===== src/rtl/dram_ref_pkg.sv =====
// Shared types for the refresh scheduler.
package dram_ref_pkg;
    // Top-level sequencing phase.
    typedef enum logic [2:0] {
        PH_PAUSE,
        PH_INIT,
        PH_RUN,
        PH_SELF,
        PH_CATCH
    } phase_t;

    // Request kind shown to the access sequencer; the values are the port encoding.
    typedef enum logic [1:0] {
        K_REFRESH  = 2'd0,
        K_INIT     = 2'd1,
        K_SR_ENTER = 2'd2,
        K_SR_EXIT  = 2'd3
    } req_kind_t;
endpackage


===== src/rtl/dram_ref_timer.sv =====
// Interval timer: counts clocks while run is high and pulses tick on the
// last cycle of every LIMIT-cycle window. Clearing run restarts the window.
// Assumes LIMIT >= 1.
module dram_ref_timer #(
    parameter int LIMIT = 20
) (
    input  logic clk,
    input  logic rst_n,
    input  logic run,
    output logic tick
);
    localparam int CW = (LIMIT > 1) ? $clog2(LIMIT) : 1;
    localparam logic [CW-1:0] LAST = CW'(LIMIT - 1);

    logic [CW-1:0] cnt_q;

    assign tick = run && (cnt_q == LAST);

    // Advance the window count, restart on wrap or when idle.
    always_ff @(posedge clk) begin
        if (!rst_n || !run || tick) cnt_q <= '0;
        else                        cnt_q <= cnt_q + 1'b1;
    end
endmodule


===== src/rtl/dram_ref_owed.sv =====
// Owed-refresh counter: adds one on each interval tick and settles one on each
// granted refresh, saturating at PEND_MAX. Flags overrun when a tick arrives at
// the bound with no settlement in the same cycle. Assumes PEND_MAX >= 1.
module dram_ref_owed #(
    parameter int PEND_MAX = 8
) (
    input  logic clk,
    input  logic rst_n,
    input  logic clr,
    input  logic inc,
    input  logic dec,
    output logic [$clog2(PEND_MAX+1)-1:0] owed,
    output logic full,
    output logic overrun
);
    localparam int PW = $clog2(PEND_MAX + 1);
    localparam logic [PW-1:0] TOP = PW'(PEND_MAX);

    logic [PW-1:0] cnt_q;

    assign owed    = cnt_q;
    assign full    = (cnt_q == TOP);
    assign overrun = full && inc && !dec;

    // Track how many refreshes are owed.
    always_ff @(posedge clk) begin
        if (!rst_n || clr || overrun)      cnt_q <= '0;
        else if (inc && !dec)              cnt_q <= cnt_q + 1'b1;
        else if (dec && !inc && cnt_q != 0) cnt_q <= cnt_q - 1'b1;
    end

    a_r4_owed_bound: assert property (@(posedge clk) disable iff (!rst_n)
        cnt_q <= TOP);
    a_r5_overrun_clears: assert property (@(posedge clk) disable iff (!rst_n)
        overrun |=> (cnt_q == '0));
endmodule


===== src/rtl/dram_ref_sched.sv =====
// Refresh and power-on scheduler. It sequences the power-up pause, the
// initialisation cycles, distributed refresh pacing, self-refresh entry and
// exit, and the optional catch-up burst. It assumes the sequencer grants only
// while ref_req is high, and that it performs the precharge and pin timing.
module dram_ref_sched #(
    parameter int CLK_MHZ     = 100,
    parameter int PAUSE_US    = 200,
    parameter int REFI_NS     = 15600,
    parameter int INIT_CYCLES = 8,
    parameter int PEND_MAX    = 8,
    parameter int ROWS        = 1024
) (
    input  logic       clk,
    input  logic       rst_n,
    input  logic       ref_gnt,
    input  logic       sr_req,
    input  logic       cfg_burst,
    output logic       ref_req,
    output logic [1:0] ref_kind,
    output logic       ref_urgent,
    output logic       mem_ready,
    output logic       sr_active
);
    import dram_ref_pkg::*;

    localparam int PAUSE_CYC = CLK_MHZ * PAUSE_US;
    localparam int REFI_CYC  = (CLK_MHZ * REFI_NS) / 1000;
    localparam int IW = (INIT_CYCLES > 1) ? $clog2(INIT_CYCLES) : 1;
    localparam int RW = (ROWS > 1) ? $clog2(ROWS) : 1;
    localparam int PW = $clog2(PEND_MAX + 1);
    localparam logic [IW-1:0] INIT_LAST = IW'(INIT_CYCLES - 1);
    localparam logic [RW-1:0] ROW_LAST  = RW'(ROWS - 1);

    phase_t    ph_q;
    req_kind_t kind;
    logic [IW-1:0] init_q;
    logic [RW-1:0] row_q;
    logic [PW-1:0] owed;
    logic pause_tick, refi_tick, owed_full, overrun, take;

    dram_ref_timer #(.LIMIT(PAUSE_CYC)) pause_tmr_i (
        .clk(clk), .rst_n(rst_n), .run(ph_q == PH_PAUSE), .tick(pause_tick)
    );

    dram_ref_timer #(.LIMIT(REFI_CYC)) refi_tmr_i (
        .clk(clk), .rst_n(rst_n), .run(ph_q == PH_RUN), .tick(refi_tick)
    );

    dram_ref_owed #(.PEND_MAX(PEND_MAX)) owed_i (
        .clk(clk), .rst_n(rst_n), .clr(ph_q != PH_RUN),
        .inc(refi_tick), .dec(take && kind == K_REFRESH),
        .owed(owed), .full(owed_full), .overrun(overrun)
    );

    // Choose the request and its kind from the phase and owed state.
    always_comb begin
        ref_req = 1'b0;
        kind    = K_REFRESH;
        unique case (ph_q)
            PH_INIT:  begin ref_req = 1'b1; kind = K_INIT; end
            PH_CATCH: begin ref_req = 1'b1; kind = K_REFRESH; end
            PH_SELF:  begin ref_req = !sr_req; kind = K_SR_EXIT; end
            PH_RUN: begin
                if (owed != '0)  begin ref_req = 1'b1; kind = K_REFRESH; end
                else if (sr_req) begin ref_req = 1'b1; kind = K_SR_ENTER; end
            end
            default: ;
        endcase
    end

    assign take       = ref_req && ref_gnt;
    assign ref_kind   = kind;
    assign ref_urgent = (ph_q == PH_RUN) && owed_full;
    assign mem_ready  = (ph_q == PH_RUN);
    assign sr_active  = (ph_q == PH_SELF);

    // Phase sequencing with the init and catch-up counters.
    always_ff @(posedge clk) begin
        if (!rst_n) begin
            ph_q   <= PH_PAUSE;
            init_q <= '0;
            row_q  <= '0;
        end else begin
            unique case (ph_q)
                PH_PAUSE: if (pause_tick) begin
                    ph_q   <= PH_INIT;
                    init_q <= '0;
                end
                PH_INIT: if (take) begin
                    if (init_q == INIT_LAST) ph_q <= PH_RUN;
                    init_q <= init_q + 1'b1;
                end
                PH_RUN: begin
                    if (overrun) begin
                        ph_q   <= PH_INIT;
                        init_q <= '0;
                    end else if (take && kind == K_SR_ENTER) begin
                        ph_q <= PH_SELF;
                    end
                end
                PH_SELF: if (take) begin
                    ph_q  <= cfg_burst ? PH_CATCH : PH_RUN;
                    row_q <= '0;
                end
                PH_CATCH: if (take) begin
                    if (row_q == ROW_LAST) ph_q <= PH_RUN;
                    row_q <= row_q + 1'b1;
                end
                default: ph_q <= PH_PAUSE;
            endcase
        end
    end

    a_r1_quiet_pause: assert property (@(posedge clk) disable iff (!rst_n)
        (ph_q == PH_PAUSE) |-> (!ref_req && !mem_ready));
    a_r4_urgent_is_refresh: assert property (@(posedge clk) disable iff (!rst_n)
        ref_urgent |-> (ref_req && ref_kind == 2'd0));
    a_r6_self_only_exit: assert property (@(posedge clk) disable iff (!rst_n)
        (sr_active && ref_req) |-> (ref_kind == 2'd3 && !mem_ready));
    a_r2_ready_after_grant: assert property (@(posedge clk) disable iff (!rst_n)
        $rose(mem_ready) |-> $past(ref_req && ref_gnt));
    a_r9_owed_first: assert property (@(posedge clk) disable iff (!rst_n)
        (mem_ready && owed != '0) |-> (ref_req && ref_kind == 2'd0));
endmodule


===== config.mk =====
export PLATFORM = sky130hd
export DESIGN_NAME = dram_ref_sched
export DESIGN_NICKNAME = d
export VERILOG_FILES = /design/src/rtl/dram_ref_pkg.sv /design/src/rtl/dram_ref_timer.sv /design/src/rtl/dram_ref_owed.sv /design/src/rtl/dram_ref_sched.sv
export SDC_FILE = /design/constraint.sdc
export NUM_CORES = 1
export LEC_CHECK = 0
export BUFFER_PORTS_ARGS = -buffer_cell sky130_fd_sc_hd__buf_2
export CORE_ASPECT_RATIO = 0.75
export CORE_UTILIZATION = 68
export CTS_BUF_LIST = sky130_fd_sc_hd__clkbuf_8
export CTS_CLUSTER_DIAMETER = 40
export DETAILED_ROUTE_END_ITERATION = 12
export PLACE_DENSITY = 0.92
export SYNTH_ARGS = -nofsm -noshare
export SYNTH_HDL_FRONTEND = slang
export SYNTH_SLANG_ARGS = --single-unit

===== constraint.sdc =====
create_clock -name clk -period 4.3 [get_ports clk]
set_input_delay 0.43 -clock clk [delete_from_list [all_inputs] [get_ports clk]]
set_output_delay 0.43 -clock clk [all_outputs]
set_load 0.02 [all_outputs]

==> impl_results.md, run 1 <==
- Post-Syn Area per Cell: 8.93 µm²
- Hold_buf cts: 0
- RSZ-0062 raised after global routing: no
- GRT Total Usage: 0.279
- R2R depth: 10
- Syn. warnings: 0
- Number of max-cap violations: 0
- Vias in the first global route: 1875
- Synth-to-Final Area Change: 5.66%
- Sequential element share of the synthesized area: 0.366
- VDD IR-drop max: 0.000226 V
- Fillers: 222
- Flip-flop and latch area: 921 µm²
- Ys async rst share: 0
- Core ar.: 3400 µm²
- Initial Utilization: 0.741
- R2R Path End: owed_i.owed[3]$_SDFFE_PP0P_
- Reg2reg setup slack: 1.08 ns
- RD Place Congestion: 0.820
- PortBufs: 10
- Num CTS Buffers: 5
- Dpl ws: 1.21 ns
- Final Cycle Share: 0.748
- Top Ports: 11
- Hpwl dp: 3.67 mm
- Worst setup EP type: flip-flop
- EDFF count, synth: 0
- Final net count: 305
- WS Path Type: reg2reg
- Commonest cells post-synth: dfxtp_1, nor2_1, nand2_1
- Final Critical Period: 3.22 ns
- Worst-margin pin slew: 0.655 ns
- Final worst slack: 1.08 ns
- Die Span Y: 54.7 µm
- Multi-input combinational cell area: 1520 µm²
- Max Clk Rate: 311 MHz
- Status: finished, final reports clean
- DIE AREA: 3950 µm²
- DRT antenna net count: 0
- Cell Pwr Density: 271 nW/µm²
- Cell Area, Synth: 2520 µm²
- Final Util: 0.783
- TritonCTS clock tree: done
- WL per Instance: 14.9 µm
- Top post-synthesis cells by area: dfxtp_1, nor2_1, xnor2_1
- End of the worst hold path: ph_q[2]$_SDFFE_PN0P_
- First-pass GRT wire length: 8.38 mm
- Critical Path Fanout Max: 19
- Sink Count: 46
- Worst-path clk slew: 0.08 ns
- Congestion Overflow GR: 0
- Clk_lat worst skew: 0.30 ns
- Max-slew headroom: 0.558
- Setup TNS: 0 ns
- Worst EP required: 4.50 ns
- Diodes inserted: 0
- Final Hold Violating Endpoints: 0
- Clk root buf: clkbuf_8
- Hold_ws: 0.412 ns
- Crit start category: flip-flop
- Final Skew: 0.00583 ns
- Final setup fails: 0
- Post-Syn Instances: 282
- Cell taking the most area after synthesis: dfxtp_1
- FF+latch count, synth: 46
- DRC errors left: 0
- Die X: 72.3 µm
- Hold Crit Depth: 3
- Most frequent cell after synthesis: dfxtp_1
- Worst reg2reg startpoint: ph_q[1]$_SDFFE_PN0P_
- Mean number of vias per cell: 6.06
- CTS resizes: 0
- Largest net degree at the start of global routing: 20
- Via count: 2078
- Worst Hold Class: in2reg
- Synth Flop Type: dfxtp_1
- Share of layout cells above drive strength 1: 0.143
- Row count: 18
- Synthesized net count: 295
- Initial antenna violation count: 0
- Top cell type's share of synthesized area: 0.366
- Postcts setup bufs: 0
- Worst Path Arrival: 3.42 ns
- Leakage: 0.974 nW
- Pins Over Slew Limit: 0
- CTS Buffer Depth: 2
- Detailed-route wire length: 5.13 mm
- Hold Crit Start: cfg_burst
- DR iter-0 viols: 210
- Drt first pass iters: 5
- H-tree depth: 2
- Post-synth cell types: 61
critical path, cell delays in order (launching register included):
cell      delay (ns)
dfxtp_1         0.72
or3b_1          0.46
inv_2           0.12
and4_2          0.24
o21ai_0         0.20
ha_1            0.35
a21o_1          0.18
a21oi_1         0.19
a211oi_1        0.09
or3_1           0.39
and3_1          0.18
report_power, final:
group	internal (W)	switching (W)
logic	0.00000513	0.0000116
clock network	0.000129	0.000144
registers	0.000428	0.00000178
sequential cells by signal (all words and copies together) (netlist names):
register,count
row_q,10
ph_q,3
refi_tmr_i.cnt_q,11
owed_i.owed,4
init_q,3
pause_tmr_i.cnt_q,15
worst max-delay path by stage:
stage                                    start                          end  slack (ns)  depth (start not counted)
final                     ph_q[1]$_SDFFE_PN0P_  owed_i.owed[3]$_SDFFE_PP0P_        1.08                         10
after global routing      ph_q[1]$_SDFFE_PN0P_  owed_i.owed[3]$_SDFFE_PP0P_        0.97                         10
after CTS                 ph_q[1]$_SDFFE_PN0P_  owed_i.owed[3]$_SDFFE_PP0P_        1.18                         10
after detailed placement  ph_q[1]$_SDFFE_PN0P_  owed_i.owed[3]$_SDFFE_PP0P_        1.21                         10
after global placement    ph_q[1]$_SDFFE_PN0P_  owed_i.owed[3]$_SDFFE_PP0P_        1.35                         10
after floorplan           ph_q[1]$_SDFFE_PN0P_  owed_i.owed[3]$_SDFFE_PP0P_        1.64                         11
metal layers:
layer | global-route usage | wire (µm) | up-vias
met5 | 0 | 0 | -
met4 | 0.0980 | 93 | 0
met3 | 0.0589 | 356 | 14
met2 | 0.463 | 2270 | 84
met1 | 0.366 | 2400 | 966
li1 | - | - | 1014
layout by cell type, fill, tap and decap left out, drive strengths merged, types with 2 or more instances in the layout:
master  netlist  final
xor2         14     14
and2b         2      2
and3          8      8
nor2b         6      6
or3           4      4
clkbuf        2      6
xnor2        18     18
o21ai         9      9
nor3          6      6
and2          4      4
dfxtp        46     46
ha            7      7
nand2b        3      3
mux2i         5      5
o211ai        2      2
and4          3      3
nand2        27     27
a21o          4      4
nand4         8      8
or2           2      2
inv           4      4
nor4b         3      3
a21oi        12     12
nor2         43     43
buf           5     10
o21a          2      2
nor4          2      2
nand3         9      9
a21boi        2      2
and4bb        2      2
cell families after synthesis:
kind of cell | Yosys count | share of synthesized area
AO/OA/AOI/OAI | 41 | 0.123
adder cells (fa/ha/maj) | 8 | 0.0427
AND/OR/NAND/NOR | 138 | 0.297
buffers and inverters | 11 | 0.0318
XOR/XNOR | 32 | 0.114
multiplexers | 6 | 0.0258
flip-flops | 46 | 0.366
through the flow:
stage,instances,instance area [µm²],power (W)
global placement,335,2570,0.000455
CTS,343,2660,0.000723
global route,343,2660,0.000741
detailed placement,335,2570,0.000456
floorplan,282,2520,0.000450
finish,343,2660,0.000720
final cells by class:
cell class,instances,share of cell area
clock buffers,6,0.0310
repair buffers,10,0.0188
well taps,50,0.0235
clock inverters,2,0.00470
flip-flops and latches,46,0.346
multi-input cells,225,0.570
inverters,4,0.00564
Power figures use the tool's default switching activity.
==> run 2: changes to the inputs <==
- ABC_AREA: not set -> 1
- CORE_UTILIZATION: 68 -> 64
- PLACE_DENSITY: 0.92 -> 0.87
- clock period: 4.3 -> 3 ns (I/O delays scaled with it)
==> impl_results.md, run 2 <==
- Final Cycle Share: 0.803 (+0.0552)
- Worst Hold Class: in2reg
- Row count: 19 (+1)
- Clk_lat worst skew: 0.31 ns (about the same)
- Diodes inserted: 0 (unchanged)
- Critical Path Fanout Max: 8 (-11)
- Leakage: 1.04 nW (+7.1%)
- Hold Crit Depth: 3 (unchanged)
- Final setup fails: 0 (unchanged)
- Largest register FFs: 15 (unchanged)
- Most common cell after layout, fill and taps aside: nand2_1
- Crit start category: flip-flop
- Syn. warnings: 0 (unchanged)
- Max-slew headroom: 0.661 (+0.104)
- Clk root buf: clkbuf_8
- DIE AREA: 4270 µm² (+7.9%)
- Met2 Use GR: 0.404 (-0.0585)
- Post-Syn Area per Cell: 7.31 µm² (-18%)
- Mean number of vias per cell: 5.39 (-11%)
- Fillers: 301 (+36%)
- Top Ports: 11 (unchanged)
- DR iter-0 viols: 153 (-27%)
- Final net count: 381 (+25%)
- Buffers & Inverters on Critical Path: 1 (unchanged)
- Share of layout cells above drive strength 1: 0.154 (+0.0111)
- Cell Pwr Density: 750 nW/µm² (+180%)
- Largest net degree at the start of global routing: 15 (-25%)
- WS Path Type: reg2reg
- Synth Flop Type: dfxtp_1
- Most common cell on crit path: nand2_1
- VDD IR-drop max: 0.000483 V (+110%)
- Final Skew: 0.00759 ns (+0.00176 ns)
- Drt first pass iters: 4 (-1)
- Most frequent cell after synthesis: nand2_1
- Biggest regs: pause_tmr_i.cnt_q (15), refi_tmr_i.cnt_q (11), row_q (10)
- Congestion Overflow GR: 0 (unchanged)
- Num CTS Buffers: 5 (unchanged)
- Top cell type's share of synthesized area: 0.359 (-0.00660)
- H-tree depth: 2 (unchanged)
- WL per Instance: 12.2 µm (-18%)
- PortBufs: 10 (unchanged)
- Sequential Power Share: 0.338 (-0.259)
- Hpwl dp: 3.79 mm (+3.3%)
- Critical Path Slowest Stage Cell: dfxtp_1
- Worst EP required: 3.24 ns (-1.26 ns)
- RSZ-0062 raised after global routing: no
- Worst path cell trace: inv_2, nand3_2, nand2_2, nor2_2, nand2_4, nand3_4, nand2_2, ha_1, nand2_1, nand2_1, a31oi_1, nand3_1, nand3_1, nand2_1, a21oi_1
- Postcts setup bufs: 0 (unchanged)
- GRT Total Usage: 0.260 (-0.0188)
- Most frequent cells in the layout: nand2_1, nor2_1, dfxtp_1
- DRC errors left: 0 (unchanged)
- Worst setup EP type: flip-flop
- Biggest register: pause_tmr_i.cnt_q
- Hold_buf cts: 0 (unchanged)
- Sequential element share of the synthesized area: 0.359 (-0.00660)
- First-pass GRT wire length: 8.38 mm (about the same)
- Initial Utilization: 0.683 (-0.0577)
- Layout Cells excl Fill: 421 (+23%)
- Sink Count: 46 (unchanged)
- GR peak layer: met2
- Max Clk Rate: 415 MHz (+33%)
- Power Internal: 0.00127 W (+130%)
- Post-Syn Instances: 351 (+24%)
- Max stage delay on crit path: 0.48 ns (-0.24 ns)
- Clk pwr share: 0.269 (-0.111)
- Switch Pwr: 0.000842 W (+430%)
- Worst-margin pin slew: 0.505 ns (-0.151 ns)
- Met3 Use GR: 0.0628 (+0.00390)
- CTS Buffer Depth: 2 (unchanged)
- Cell Area, Synth: 2560 µm² (+1.8%)
- Final Critical Period: 2.41 ns (-0.807 ns)
- Combinational power share: 0.394 (+0.371)
- RD Place Congestion: 0.928 (+13%)
- Commonest cells post-synth: nand2_1, nor2_1, dfxtp_1
- Top post-synthesis cells by area: dfxtp_1, nand2_1, nor2_1
- Met1 usage: 0.336 (-0.0307)
- Status: finished, final reports clean
- Initial antenna violation count: 0 (unchanged)
- Synthesized net count: 364 (+23%)
- Die Span Y: 56.8 µm (+3.9%)
- Die X: 75.1 µm (+3.9%)
- Top delay family on crit path: simple AND/OR/NAND/NOR gates
- Cell taking the most area after synthesis: dfxtp_1
- R2R depth: 15 (+5)
- CTS resizes: 0 (unchanged)
- Sw Ratio: 0.398 (+0.178)
- Synth-to-Final Area Change: 10.0%
- Vias in the first global route: 1997 (+6.5%)
- WP depth: 15 (+5)
- Worst Path Arrival: 2.65 ns (-0.77 ns)
- EDFF count, synth: 0 (unchanged)
- Number of max-cap violations: 0 (unchanged)
- FF+latch count, synth: 46 (unchanged)
- Core ar.: 3760 µm² (+10%)
- Pins Over Slew Limit: 0 (unchanged)
- Post-synth cell types: 38 (-38%)
- Inst Count DP: 413 (+23%)
- Via count: 2271 (+9.3%)
- DRT antenna net count: 0 (unchanged)
- Ys async rst share: 0 (unchanged)
- Final Hold Violating Endpoints: 0 (unchanged)
- Setup TNS: 0 ns (unchanged)
- TritonCTS clock tree: done
- Detailed-route wire length: 5.13 mm (+0.18%)
- Worst-path clk slew: 0.09 ns (about the same)
==> run 2: cell types whose count changed after synthesis, sizes merged, moves of 9 or more <==
cell / change
inv: +42
xor2: -9
nor3: +12
nand2: +45
nor2: +20
xnor2: -15
a21oi: +13
nand3: +13
==> run 2: cell type report <==
type	instances	area [µm²]	area share
Clock buffer	6	82.6	0.0293
Clock inverter	2	60.1	0.0213
Inverter	48	190	0.0674
Multi-Input combinational cell	257	1450	0.515
Sequential cell	46	921	0.326
Tap cell	52	65.1	0.0230
Timing Repair Buffer	10	50.0	0.0177
==> run 2: cells by family after synthesis <==
family                   Yosys count  synth area share
adder cells (fa/ha/maj)            8            0.0419
flip-flops                        46             0.359
XOR/XNOR                           8            0.0273
buffers and inverters             48            0.0741
AO/OA/AOI/OAI                     49             0.112
AND/OR/NAND/NOR                  192             0.386
==> run 2: metal layers <==
layer / up-vias / part of all wire
met5: - / 0
li1: 1185 / -
met1: 1030 / 0.48
met2: 47 / 0.45
met3: 9 / 0.046
met4: 0 / 0.019
==> run 2: per-stage QoR <==
stage | total power, W | setup slack [ns] | cell area, µm² | hold WS, ns | util
2_1_floorplan | 0.00138 | 0.790 | 2560 | 0.418 | -
3_3_place_gp | 0.00152 | 0.741 | 2680 | 0.431 | 0.714
3_5_place_dp | 0.00154 | 0.657 | 2680 | 0.447 | 0.714
4_1_cts | 0.00211 | 0.608 | 2820 | 0.284 | 0.751
5_1_grt | 0.00224 | 0.387 | 2820 | 0.298 | 0.751
6_report | 0.00212 | 0.590 | 2820 | 0.284 | 0.751
==> run 2: power by group through the flow <==
stage	clock network [W]	registers, W	logic [W]
floorplan	0	0.000716	0.000664
global placement	0	0.000724	0.000800
detailed placement	0	0.000726	0.000811
CTS	0.000575	0.000713	0.000823
global route	0.000596	0.000723	0.000920
finish	0.000569	0.000714	0.000833
==> run 2: path summary, 6_finish.rpt <==
| kind | from | endpoint | slack, ns |
|---|---|---|---|
| worst max-delay path | ph_q[1]$_SDFFE_PN0P_ | owed_i.owed[3]$_SDFFE_PP0P_ | 0.59 |
| worst min-delay path | rst_n | ph_q[2]$_SDFFE_PN0P_ | 0.28 |
| worst max register to register | ph_q[1]$_SDFFE_PN0P_ | owed_i.owed[3]$_SDFFE_PP0P_ | 0.59 |
| worst min register to register | pause_tmr_i.cnt_q[0]$_SDFF_PP0_ | pause_tmr_i.cnt_q[0]$_SDFF_PP0_ | 0.46 |
==> run 2: worst reg2reg max path, delay by kind of cell (launching register included) <==
| family | cells | cell delay, ns |
|---|---|---|
| DFF | 1 | 0.48 |
| buffers and inverters | 1 | 0.10 |
| adders and majority gates | 1 | 0.35 |
| AOI/OAI and AO/OA | 2 | 0.30 |
| and+or+nand+nor | 11 | 1.12 |
==> run 3: changes to the inputs <==
- CORE_UTILIZATION: 64 -> 57
- PLACE_DENSITY: 0.87 -> 0.83
- clock period: 3 -> 2.1 ns (I/O delays scaled with it)
==> impl_results.md, run 3 (synthesis results as in run 2) <==
- DIE AREA: 4780 µm² (+12%)
- Pins Over Slew Limit: 0 (unchanged)
- Biggest regs: pause_tmr_i.cnt_q (15), refi_tmr_i.cnt_q (11), row_q (10)
- Finished Cell Area: 3120 µm² (+11%)
- Hold_buf cts: 0 (unchanged)
- Sink Count: 46 (unchanged)
- Final net count: 405 (+6.3%)
- Final worst slack: -0.0840 ns (-0.674 ns)
- Largest register FFs: 15 (unchanged)
- Most frequent cells in the layout: nand2_1, nor2_1, dfxtp_1
- TritonCTS clock tree: done
- Number of max-cap violations: 0 (unchanged)
- Top Ports: 11 (unchanged)
- Most common cell after layout, fill and taps aside: nand2_1
- Critical Path Fanout Max: 5 (-3)
- Mean number of vias per cell: 5.34 (-0.94%)
- WS Path Type: reg2reg
- Leakage: 1.18 nW (+13%)
- Die X: 79.5 µm (+5.8%)
- Status: finished with violations
- Sw Ratio: 0.412 (+0.0144)
- Worst Path Arrival: 2.39 ns (-0.26 ns)
- Worst setup EP type: flip-flop
- Core ar.: 4180 µm² (+11%)
- Power Internal: 0.00184 W (+44%)
- VDD IR-drop max: 0.000751 V (+55%)
- Hpwl dp: 4.03 mm (+6.5%)
- First-pass GRT wire length: 9.34 mm (+11%)
- Switch Pwr: 0.00129 W (+53%)
- Row count: 20 (+1)
- RD Place Congestion: 0.909 (-2.1%)
- Max-slew headroom: 0.691 (+0.0297)
- Worst-path clk slew: 0.09 ns (about the same)
- Initial Utilization: 0.614 (-0.0691)
- Largest net degree at the start of global routing: 15 (unchanged)
- Cell Pwr Density: 1000 nW/µm² (+34%)
- Final setup fails: 1 (+1)
- RSZ-0062 raised after global routing: yes
- Share of layout cells above drive strength 1: 0.270 (+0.115)
- Setup TNS: -0.0840 ns (-0.0840 ns)
- Diodes inserted: 0 (unchanged)
- Congestion Overflow GR: 0 (unchanged)
- Num CTS Buffers: 5 (unchanged)
- Drt first pass iters: 5 (+1)
- DRT antenna net count: 0 (unchanged)
- CTS Buffer Depth: 2 (unchanged)
- Final Hold Violating Endpoints: 0 (unchanged)
- Fillers: 305 (+1.3%)
- Synth-to-Final Area Change: 21.7%
- H-tree depth: 2 (unchanged)
- Detailed-route wire length: 5.59 mm (+8.8%)
- Max Clk Rate: 458 MHz (+10%)
- Worst Hold Class: in2reg
- Clk root buf: clkbuf_8
- Combinational power share: 0.461 (+0.067)
- Biggest register: pause_tmr_i.cnt_q
- Worst-margin pin slew: 0.460 ns (-0.0443 ns)
- Sequential Power Share: 0.326 (-0.012)
- Failing checks: negative setup slack
- Via count: 2394 (+5.4%)
- GRT Total Usage: 0.256 (-0.00455)
- DRC errors left: 0 (unchanged)
- Final Critical Period: 2.18 ns (-0.226 ns)
- DR iter-0 viols: 195 (+27%)
- Final Cycle Share: 1.04 (+0.237)
- Initial antenna violation count: 0 (unchanged)
- Worst EP required: 2.31 ns (-0.93 ns)
- Area after DPL: 2870 µm² (+7.2%)
- Inst Count DP: 434 (+5.1%)
- Die Span Y: 60.1 µm (+5.8%)
- WL per Instance: 12.5 µm (+2.2%)
- Crit start category: flip-flop
- Clk pwr share: 0.213 (-0.056)
- Clk_lat worst skew: 0.32 ns (about the same)
- Final Skew: 0.0125 ns (+0.00487 ns)
- Layout Cells excl Fill: 448 (+6.4%)
- Vias in the first global route: 2115 (+5.9%)
- PortBufs: 10 (unchanged)
==> run 3: cell types whose count changed in the layout (fill, tap and decap cells not counted), sizes merged <==
cell	before	now
buf	10	34
clkinvlp	0	1
inv	46	47
clkbuf	6	5
bufinv	2	1
==> run 3: worst paths after layout <==
| path | startpoint | endpoint | slack (ns) | depth (start not counted) |
|---|---|---|---|---|
| worst max-delay path | ph_q[2]$_SDFFE_PN0P_ | owed_i.owed[3]$_SDFFE_PP0P_ | -0.08 | 15 |
| worst min-delay path | rst_n | ph_q[0]$_SDFFE_PN0P_ | 0.17 | 3 |
| worst max register to register | ph_q[2]$_SDFFE_PN0P_ | owed_i.owed[3]$_SDFFE_PP0P_ | -0.08 | 15 |
| worst min register to register | pause_tmr_i.cnt_q[0]$_SDFF_PP0_ | pause_tmr_i.cnt_q[0]$_SDFF_PP0_ | 0.45 | 1 |
==> run 3: repair_timing <==
action / in CTS / in global routing
endpoints found under the setup margin: 1 / 3
gates resized for setup: 10 / 16
pin swaps: 4 / 11
setup buffers: 2 / 4
==> run 3: area by class of cell <==
cell class | count | area, µm² | share of cell area
multi-input combinational | 257 | 1580 | 0.505
sequential | 46 | 935 | 0.299
timing repair buffer | 34 | 230 | 0.0737
inverter | 48 | 203 | 0.0649
clock buffer | 5 | 68.8 | 0.0220
tap | 55 | 68.8 | 0.0220
clock inverter | 3 | 41.3 | 0.0132
==> run 3: metal layers <==
metal | GRT usage | vias up | wire (µm)
li1 | - | 1247 | -
met1 | 0.351 | 1080 | 2710
met2 | 0.389 | 54 | 2500
met3 | 0.0473 | 13 | 271
met4 | 0.119 | 0 | 110
met5 | 0 | - | 0
==> run 3: metrics by stage <==
step,hold slack [ns],utilization,setup slack [ns],power [W]
finish,0.168,0.747,-0.0840,0.00313
floorplan,0.321,-,0.00211,0.00202
CTS,0.174,0.728,0.00193,0.00308
global placement,0.429,0.687,0.0449,0.00234
detailed placement,0.438,0.687,-0.124,0.00237
global route,0.174,0.747,-0.173,0.00333
==> run 3: power by group through the flow <==
stage	sequential [W]	clock [W]	combinational [W]
floorplan	0.00104	0	0.000978
global route	0.00103	0.000708	0.00160
detailed placement	0.00103	0	0.00134
CTS	0.00102	0.000673	0.00139
finish	0.00102	0.000667	0.00144
global placement	0.00103	0	0.00131
==> run 3: critical path: stages, from the launching register on <==
cell and delay, ns:
dfxtp_2 0.34, inv_4 0.09, nand3_4 0.12, clkinv_8 0.07, nand2_4 0.04, nor4_4 0.38, nand2_4 0.12, ha_4 0.28
nand2_2 0.06, nand2_2 0.07, a31oi_4 0.18, inv_2 0.06, nand2_2 0.07, nand3_2 0.07, nand2_1 0.05, a21oi_1 0.05
